==> config.mk <==
export PLATFORM = sky130hd
export DESIGN_NAME = staged_wdt
export DESIGN_NICKNAME = d
export VERILOG_FILES = /design/src/rtl/wdt_pkg.sv /design/src/rtl/wdt_cfg.sv /design/src/rtl/wdt_prescaler.sv /design/src/rtl/wdt_decrementer.sv /design/src/rtl/wdt_escalator.sv /design/src/rtl/staged_wdt.sv
export SDC_FILE = /design/constraint.sdc
export NUM_CORES = 1
export LEC_CHECK = 0
export ABC_AREA = 1
export BUFFER_PORTS_ARGS = -buffer_cell sky130_fd_sc_hd__buf_2
export CORE_ASPECT_RATIO = 1.75
export CORE_UTILIZATION = 63
export CTS_CLUSTER_SIZE = 12
export DETAILED_ROUTE_END_ITERATION = 8
export HOLD_SLACK_MARGIN = 0.03
export PLACE_DENSITY_LB_ADDON = 0.08
export SLEW_MARGIN = 40
export SYNTH_ARGS = -nofsm -noshare
export SYNTH_HDL_FRONTEND = slang
export SYNTH_SLANG_ARGS = --single-unit
==> constraint.sdc <==
create_clock -name clk -period 3.79 [get_ports clk]
set_input_delay 0.758 -clock clk [delete_from_list [all_inputs] [get_ports clk]]
set_output_delay 0.758 -clock clk [all_outputs]
set_load 0.005 [all_outputs]
==> src/rtl/wdt_pkg.sv <==
package wdt_pkg;

    typedef enum logic [1:0] {
        STG_WAIT_IRQ = 2'd0,
        STG_WAIT_NMI = 2'd1,
        STG_WAIT_RST = 2'd2,
        STG_DONE     = 2'd3
    } stage_e;

    typedef enum logic [1:0] {
        MODE_OFF     = 2'd0,
        MODE_IRQ     = 2'd1,
        MODE_IRQ_NMI = 2'd2,
        MODE_FULL    = 2'd3
    } mode_e;

    typedef struct packed {
        logic irq;
        logic nmi;
        logic srst;
    } alarm_t;

    function automatic stage_e next_stage(stage_e s);
        case (s)
            STG_WAIT_IRQ: return STG_WAIT_NMI;
            STG_WAIT_NMI: return STG_WAIT_RST;
            default:      return STG_DONE;
        endcase
    endfunction

    // True when the stage now expiring is the deepest one the mode allows.
    function automatic logic is_last_stage(stage_e s, mode_e m);
        return ({1'b0, s} + 3'd1) >= {1'b0, m};
    endfunction

endpackage

==> src/rtl/wdt_cfg.sv <==
module wdt_cfg
    import wdt_pkg::*;
#(
    parameter int LEN_W = 16,
    parameter int CNT_W = 24
) (
    input  logic             clk,
    input  logic             rst,
    input  logic             cfg_we,
    input  logic [LEN_W-1:0] cfg_len,
    input  logic [1:0]       cfg_mode,
    input  logic             kick,
    output mode_e            mode_q,
    output logic             restart,
    output logic [CNT_W-1:0] load_val,
    output logic [CNT_W-1:0] reload_val
);
    localparam int FRAC_W = CNT_W - LEN_W;

    logic [LEN_W-1:0] len_q;

    always_ff @(posedge clk) begin
        if (rst) begin
            len_q  <= '0;
            mode_q <= MODE_OFF;
        end else if (cfg_we) begin
            len_q  <= cfg_len;
            mode_q <= mode_e'(cfg_mode);
        end
    end

    // A config write always restarts; a kick only when enabled.
    assign restart    = cfg_we | (kick & (mode_q != MODE_OFF));
    assign reload_val = {len_q, {FRAC_W{1'b0}}};

    always_comb begin
        if (cfg_we)
            load_val = (cfg_mode == 2'd0) ? '0 : {cfg_len, {FRAC_W{1'b0}}};
        else
            load_val = reload_val;
    end

endmodule

==> src/rtl/wdt_prescaler.sv <==
module wdt_prescaler #(
    parameter int DIV_LOG2 = 8
) (
    input  logic clk,
    input  logic rst,
    input  logic restart,
    input  logic run,
    output logic tick
);
    localparam logic [DIV_LOG2-1:0] PRE_MAX = {DIV_LOG2{1'b1}};

    logic [DIV_LOG2-1:0] pre_q;

    always_ff @(posedge clk) begin
        if (rst || restart)
            pre_q <= '0;
        else if (run)
            pre_q <= pre_q + DIV_LOG2'(1);
    end

    assign tick = run & ~restart & (pre_q == PRE_MAX);


    tick_gap_chk: assert property (@(posedge clk) disable iff (rst)
        tick |=> !tick);

endmodule

==> src/rtl/wdt_decrementer.sv <==
module wdt_decrementer #(
    parameter int CNT_W = 24
) (
    input  logic             clk,
    input  logic             rst,
    input  logic             restart,
    input  logic             tick,
    input  logic             last,
    input  logic [CNT_W-1:0] load_val,
    input  logic [CNT_W-1:0] reload_val,
    output logic [CNT_W-1:0] count,
    output logic             expire
);
    assign expire = tick & ~restart & (count <= CNT_W'(1));

    always_ff @(posedge clk) begin
        if (rst)
            count <= '0;
        else if (restart)
            count <= load_val;
        else if (expire)
            count <= last ? '0 : reload_val;
        else if (tick)
            count <= count - CNT_W'(1);
    end


    cnt_hold_chk: assert property (@(posedge clk) disable iff (rst)
        (!restart && !tick) |=> $stable(count));


    cnt_load_chk: assert property (@(posedge clk) disable iff (rst)
        (restart && !rst) |=> (count == $past(load_val)));

endmodule

==> src/rtl/wdt_escalator.sv <==
module wdt_escalator
    import wdt_pkg::*;
(
    input  logic   clk,
    input  logic   rst,
    input  logic   restart,
    input  logic   expire,
    input  mode_e  mode_q,
    output stage_e stage_q,
    output logic   last,
    output alarm_t alarm
);
    assign last = is_last_stage(stage_q, mode_q);

    always_ff @(posedge clk) begin
        if (rst) begin
            stage_q <= STG_WAIT_IRQ;
            alarm   <= '0;
        end else begin
            alarm.srst <= 1'b0;
            if (restart) begin
                stage_q   <= STG_WAIT_IRQ;
                alarm.irq <= 1'b0;
                alarm.nmi <= 1'b0;
            end else if (expire) begin
                case (stage_q)
                    STG_WAIT_IRQ: alarm.irq  <= 1'b1;
                    STG_WAIT_NMI: alarm.nmi  <= 1'b1;
                    STG_WAIT_RST: alarm.srst <= 1'b1;
                    default:      ;
                endcase
                stage_q <= last ? STG_DONE : next_stage(stage_q);
            end
        end
    end


    srst_pulse_chk: assert property (@(posedge clk) disable iff (rst)
        alarm.srst |=> !alarm.srst);


    nmi_after_irq_chk: assert property (@(posedge clk) disable iff (rst)
        alarm.nmi |-> alarm.irq);


    off_quiet_chk: assert property (@(posedge clk) disable iff (rst)
        (mode_q == MODE_OFF) |-> !(alarm.irq || alarm.nmi || alarm.srst));


    irq_only_chk: assert property (@(posedge clk) disable iff (rst)
        (mode_q == MODE_IRQ) |-> !(alarm.nmi || alarm.srst));


    restart_clear_chk: assert property (@(posedge clk) disable iff (rst)
        (restart && !rst) |=> (!alarm.irq && !alarm.nmi));

endmodule

==> src/rtl/staged_wdt.sv <==
module staged_wdt
    import wdt_pkg::*;
#(
    parameter int LEN_W    = 16,
    parameter int CNT_W    = 24,
    parameter int DIV_LOG2 = 8
) (
    input  logic             clk,
    input  logic             rst,
    input  logic             cfg_we,
    input  logic [LEN_W-1:0] cfg_len,
    input  logic [1:0]       cfg_mode,
    input  logic             kick,
    output logic [CNT_W-1:0] count_o,
    output logic             irq_o,
    output logic             nmi_o,
    output logic             srst_o
);
    mode_e            mode_q;
    stage_e           stage_q;
    alarm_t           alarm;
    logic             restart, tick, expire, last, run;
    logic [CNT_W-1:0] load_val, reload_val;

    wdt_cfg #(.LEN_W(LEN_W), .CNT_W(CNT_W)) u_cfg (
        .clk(clk), .rst(rst), .cfg_we(cfg_we), .cfg_len(cfg_len),
        .cfg_mode(cfg_mode), .kick(kick), .mode_q(mode_q),
        .restart(restart), .load_val(load_val), .reload_val(reload_val)
    );

    assign run = (mode_q != MODE_OFF) && (stage_q != STG_DONE);

    wdt_prescaler #(.DIV_LOG2(DIV_LOG2)) u_pre (
        .clk(clk), .rst(rst), .restart(restart), .run(run), .tick(tick)
    );

    wdt_decrementer #(.CNT_W(CNT_W)) u_dec (
        .clk(clk), .rst(rst), .restart(restart), .tick(tick), .last(last),
        .load_val(load_val), .reload_val(reload_val),
        .count(count_o), .expire(expire)
    );

    wdt_escalator u_esc (
        .clk(clk), .rst(rst), .restart(restart), .expire(expire),
        .mode_q(mode_q), .stage_q(stage_q), .last(last), .alarm(alarm)
    );

    assign irq_o  = alarm.irq;
    assign nmi_o  = alarm.nmi;
    assign srst_o = alarm.srst;


    done_parked_chk: assert property (@(posedge clk) disable iff (rst)
        (stage_q == STG_DONE && !restart) |=> (count_o == '0));

endmodule

==> results of run 1 <==
-- layout make-up --
class                      count  area, um^2  area share (%)
timing repair buffer          52         278            6.85
inverter                      64         240            5.92
multi-input combinational    429        2250            55.4
sequential                    55        1100            27.2
clock buffer                   7        86.3            2.13
clock inverter                 1        8.76           0.216
tap                           76        95.1            2.34
-- registers in the layout, summed over array words and instances, names as in the netlist --
signal / count
u_esc.alarm: 3
u_cfg.mode_q: 2
u_esc.stage_q: 2
u_dec.count: 24
u_pre.pre_q: 8
u_cfg.len_q: 16
-- worst paths after layout --
check,cells after the start,to,slack (ns),from
hold reg to reg,2,u_esc.alarm[1],0.45,u_esc.alarm[1]
setup / recovery,13,u_dec.count[22],1.49,u_cfg.mode_q[1]
setup reg to reg,13,u_dec.count[22],1.49,u_cfg.mode_q[1]
hold / removal,2,u_esc.alarm[1],0.45,u_esc.alarm[1]
-- stage by stage --
stage | power, mW | setup slack (ns)
global placement | 1.00 | 1.50
detailed placement | 1.01 | 1.48
global route | 1.43 | 1.26
CTS | 1.35 | 1.46
floorplan | 0.915 | 1.93
finish | 1.35 | 1.49
-- layout by cell type, fill, tap and decap left out, drive strengths merged --
cell type | synthesis | layout
a21oi | 51 | 51
and2 | 2 | 2
buf | 12 | 52
clkbuf | 7 | 7
clkinv | 10 | 11
dfxtp | 55 | 55
fa | 1 | 1
ha | 10 | 10
inv | 54 | 54
nand2 | 172 | 172
nand3 | 44 | 44
nand3b | 2 | 2
nand4 | 8 | 8
nor2 | 73 | 73
nor3 | 5 | 5
o21ai | 45 | 45
o22ai | 1 | 1
o31ai | 3 | 3
or2 | 4 | 4
xnor2 | 1 | 1
xor2 | 7 | 7
-- synth_stat cells (2+ instances only) --
master	number	share of area, %
clkinv_1	10	1.0
nand3_2	8	2.2
o31ai_1	3	0.61
buf_1	2	0.20
o21ai_1	15	2.0
nand3b_4	2	1.1
nand2_2	9	1.5
nor2_4	5	1.5
nand3_1	36	4.9
inv_2	5	0.51
clkbuf_1	7	0.71
xor2_1	7	1.7
a21oi_1	39	5.3
nand2_1	161	16
o21ai_0	28	3.8
nor2_2	6	1.0
nand2_4	2	0.61
buf_2	5	0.68
a21oi_2	12	2.9
or2_2	4	0.68
and2_1	2	0.34
ha_1	10	3.4
buf_4	4	0.81
inv_1	49	5.0
dfxtp_1	55	30
nor2_8	2	1.1
nor3_1	5	0.68
nor2_1	60	6.1
nand4_1	7	1.2
-- cells by family (layout without fill, tap and decap cells) --
logic type	Yosys count	count (layout)	synth area share, %
fa+ha+maj	11	11	3.94
flops	55	55	29.9
xor+xnor	8	8	1.90
buf+inv	83	124	9.23
simple gates	310	310	39.6
compound gates	100	100	15.4
-- layer usage --
| metal | up-vias | routed length [um] |
|---|---|---|
| li1 | 1887 | - |
| met1 | 1665 | 3710 |
| met2 | 101 | 5110 |
| met3 | 24 | 325 |
| met4 | 0 | 284 |
| met5 | - | 0 |
-- power by group --
group	switching, mW	total, mW	internal (mW)
Sequential	0.0366	0.643	0.606
Clock	0.197	0.347	0.150
Combinational	0.232	0.360	0.128
Total	0.466	1.35	0.884
-- critical path, stage by stage, from the launching register on --
cell     delay (ns)
dfxtp_1        0.41
inv_1          0.11
fa_1           0.47
inv_1          0.06
nor2_1         0.03
o21ai_0        0.11
nand2_1        0.18
inv_1          0.36
nand2_1        0.11
nand3_1        0.11
nand2_1        0.05
inv_1          0.06
nand2_1        0.05
a21oi_2        0.10
==> flow_summary_export.csv, run 1 <==
group,metric,value,unit
outcome,status,"complete, no violations",
routing,drt_wl_total,9.43,mm
cts,path_clk_slew,0.10,ns
critical_path,start_kind,"flop",
final_layout,layoutNonFillerInstCount,684,
global_routing,grt_max_degree,37,
timing,fin_skew,0.00909,ns
timing,max-slew-margin-rel,49.3,%
final_layout,diodes,0,
job,cap_violations,0,
synthesis,synth_area,3690,um^2
global_routing,gr-max-usage-layer,"met2",
floorplan,dieArea,6170,um^2
timing,hold_viol,0,
place,post-dp-hpwl,7.24,mm
synthesis,synth_cell_types,36,
cts,cts_sinks,55,
synthesis,syn_nets,600,
routing,drtPass1Iterations,5,
cts,postCtsSetupBuffers,0,
critical_path,cp_max_fo,14,
final_layout,final_util,72.6,%
final_layout,fillerInstances,539,
synthesis,synth_warnings,0,
synthesis,async_flop_share,0,%
cts,htree_levels,2,
cts,cts_hold_buf,0,
synthesis,synth_seq_cells,55,
place,gp_congestion,0.943,
critical_path,critical_path_class,"flop to flop",
final_layout,synthToLayoutAreaGrowth,9.98,%
place,place_area,3950,um^2
critical_path,endpoint_kind,"flop",
floorplan,io_pins,49,
timing,fin_crit_sh,60.8,%
floorplan,initial_core_util,66.0,%
routing,vias,3677,
global_routing,grt_pass1_vias,3412,
timing,fmax,0.434,GHz
global_routing,grt_util_met2,60.4,%
floorplan,die_y,103,um
timing,tns,0,ns
critical_path,arrival,2.56,ns
cts,worstSkewPairLatency,0.32,ns
cts,post_cts_resized,0,
global_routing,gr-usage-met1,35.0,%
power_and_ir_drop,vdd_drop_max,307,uV
timing,period_needed,2.30,ns
routing,via_per_inst,5.38,
synthesis,ys_seq_area_share,29.9,%
power_and_ir_drop,powerDensity,333,nW/um^2
floorplan,fp-row-count,36,
routing,ant_nets,0,
timing,report.final.slew_viol_count,0,
critical_path,critPathRequiredTime,4.05,ns
synthesis,synth_edf_count,0,
cts,root_buffer,"clkbuf_8",
final_layout,final_net_count,640,
timing,rsz0062_at_grt,"false",
worst_hold_path,min-delay-path-class,"flop to flop",
global_routing,grt_use_total,32.5,%
routing,drtIter0Drc,226,
floorplan,core_area,5590,um^2
place,place_inst,675,
cts,cts_tree,"done",
global_routing,overflow,0,
global_routing,met3_usage,4.73,%
place,io_buffers,48,
floorplan,fp.dieW,59.8,um
routing,drc,0,
cts,cts_made_buffers,5,
synthesis,synthCells,567,
final_layout,postLayoutCellArea,4060,um^2
global_routing,grt_first_pass_wirelength,15.3,mm
power_and_ir_drop,p_leak,1.94,nW
synthesis,syn_avg_cell_area,6.50,um^2
cts,cts.path.max_buffers,2,
timing,worst_slew_pin_slew,0.757,ns
timing,setup_violations,0,
synthesis,synth_ff_type,"dfxtp_1",
timing,fin_hold_ws,0.454,ns
final_layout,drive_above_1_share,19.2,%
routing,avgRoutedWirePerCell,13.8,um
global_routing,antenna_found_initial,0,
(Power assumes the default switching activity.)
==> run 2: changes to the inputs <==
--- a/config.mk
+++ b/config.mk
@@ -8,7 +8,7 @@
 export ABC_AREA = 1
 export BUFFER_PORTS_ARGS = -buffer_cell sky130_fd_sc_hd__buf_2
 export CORE_ASPECT_RATIO = 1.75
-export CORE_UTILIZATION = 63
+export CORE_UTILIZATION = 58
 export CTS_CLUSTER_SIZE = 12
 export DETAILED_ROUTE_END_ITERATION = 8
 export HOLD_SLACK_MARGIN = 0.03
==> constraint.sdc (replaced) <==
create_clock -name clk -period 2.2 [get_ports clk]
set_input_delay 0.44 -clock clk [delete_from_list [all_inputs] [get_ports clk]]
set_output_delay 0.44 -clock clk [all_outputs]
set_load 0.005 [all_outputs]
==> run 2 against run 1 <==
Compared with the run above: power is 77% higher; worst hold slack worse by 0.095 ns; fmax is 14% higher; worst setup slack worse by 1.3 ns; design area is 2.7% higher; critical path type unchanged; clock power is 79% higher; flip-flop and latch count stayed put; via count is 3.6% higher.
==> flow_summary_export.csv, run 2 (synthesis gave the netlist of run 1 again) <==
group,metric,value,unit
critical_path,endpoint_kind,"flop",
cts,cts_sinks,55,
final_layout,postLayoutCellArea,4160,um^2
routing,via_per_inst,5.45,
timing,fmax,0.496,GHz
routing,drc,0,
final_layout,reg.largest.list,"u_dec.count x24, u_cfg.len_q x16, u_pre.pre_q x8",
outcome,status,"complete, no violations",
final_layout,multi_input_area,2250,um^2
global_routing,grt_use_total,31.1,%
timing,rsz0062_at_grt,"false",
floorplan,fp-row-count,38,
final_layout,diodes,0,
place,post-dp-hpwl,7.74,mm
global_routing,overflow,0,
floorplan,io_pins,49,
critical_path,cp_num_buf_inv,0,
timing,period_needed,2.02,ns
critical_path,critical_path_class,"flop to flop",
cts,htree_levels,2,
cts,path_clk_slew,0.10,ns
cts,cts_tree,"done",
floorplan,dieArea,6690,um^2
global_routing,grt_pass1_vias,3549,
critical_path,cp_max_fo,14,
power_and_ir_drop,vdd_drop_max,580,uV
cts,cts_made_buffers,5,
floorplan,fp.dieW,62.3,um
place,gp_congestion,0.916,
critical_path,start_kind,"flop",
routing,drt_wl_total,10.1,mm
timing,fin_ws,0.183,ns
power_and_ir_drop,p_leak,1.99,nW
timing,worst_slew_pin_slew,0.638,ns
final_layout,layout_common_cells,"nand2_1, nor2_1, dfxtp_1",
final_layout,seq_area,1100,um^2
timing,fin_crit_sh,91.7,%
cts,cts.path.max_buffers,2,
timing,setup_violations,0,
global_routing,antenna_found_initial,0,
worst_hold_path,min-delay-path-class,"input pin to flop",
routing,drtIter0Drc,301,
power_and_ir_drop,powerDensity,575,nW/um^2
final_layout,largest_reg_flops,24,
critical_path,max_stage_delay,0.39,ns
final_layout,fillerInstances,601,
routing,vias,3808,
timing,tns,0,ns
place,place_area,4040,um^2
critical_path,cp_slowest_cell,"dfxtp_1",
critical_path,critPathTopFamily,"simple AND/OR/NAND/NOR gates",
cts,worstSkewPairLatency,0.33,ns
timing,max-slew-margin-rel,57.4,%
final_layout,layout_commonest_cell,"nand2_1",
floorplan,core_area,6180,um^2
timing,hold_viol,0,
global_routing,grt_first_pass_wirelength,16.3,mm
final_layout,top_register,"u_dec.count",
cts,root_buffer,"clkbuf_8",
global_routing,grt_max_degree,29,
job,cap_violations,0,
final_layout,synthToLayoutAreaGrowth,12.9,%
critical_path,critPathRequiredTime,2.46,ns
final_layout,drive_above_1_share,21.3,%
critical_path,crit_chain,"ha_1 > nor2_4 > nand3b_4 > nor2_8 > nand3_2 > nand2_1 > nand3_1 > a21oi_2",
floorplan,die_y,107,um
routing,drtPass1Iterations,5,
critical_path,arrival,2.28,ns
place,place_ws,0.101,ns
timing,fin_skew,0.0116,ns
routing,avgRoutedWirePerCell,14.4,um
routing,ant_nets,0,
final_layout,final_net_count,651,
cts,cts_hold_buf,0,
place,io_buffers,48,
timing,report.final.slew_viol_count,0,
floorplan,initial_core_util,59.7,%
run 2: repair_timing:
action | in CTS | in global routing
setup endpoints to repair | 0 | 15
setup buffers | 0 | 1
resized for setup | 0 | 6
run 2: worst paths after layout:
| path | start | end | slack, ns | cells past startpoint |
|---|---|---|---|---|
| max | u_esc.stage_q[0] | u_dec.count[19] | 0.18 | 8 |
| min | cfg_len[5] | u_cfg.len_q[5] | 0.36 | 3 |
| max reg2reg | u_esc.stage_q[0] | u_dec.count[19] | 0.18 | 8 |
| min reg2reg | u_esc.alarm[2] | u_esc.alarm[2] | 0.46 | 2 |
run 2: metal layers:
metal | track usage (%) | vias up | part of all wire [%]
li1 | - | 1910 | -
met1 | 32.2 | 1733 | 37
met2 | 57.7 | 124 | 53
met3 | 4.13 | 41 | 3.8
met4 | 20.8 | 0 | 5.4
met5 | 0 | - | 0
run 2: report_power, final:
part	switching [mW]	internal, mW
registers	0.0582	1.04
logic	0.428	0.240
clock network	0.334	0.288
total	0.820	1.57
run 2: per-stage QoR:
stage	total power [mW]	hold WS, ns	utilization (%)	cells
2_1_floorplan	1.58	0.436	-	567
3_3_place_gp	1.76	0.438	65.3	689
3_5_place_dp	1.78	0.444	65.3	689
4_1_cts	2.40	0.352	66.9	697
5_1_grt	2.53	0.363	67.3	699
6_report	2.39	0.358	67.3	699
run 2: worst reg2reg max path, cell delays in order, from the launching register on:
cell and delay, ns:
dfxtp_1 0.39, ha_1 0.28, nor2_4 0.21, nand3b_4 0.16
nor2_8 0.27, nand3_2 0.26, nand2_1 0.17, nand3_1 0.09
a21oi_2 0.14
run 2: final cells by class:
cell class | count | area share, %
Multi-Input combinational cell | 429 | 54.1
Sequential cell | 55 | 26.5
Timing Repair Buffer | 62 | 8.60
Inverter | 64 | 5.86
Clock buffer | 8 | 2.40
Tap cell | 80 | 2.40
Timing Repair inverter | 1 | 0.180
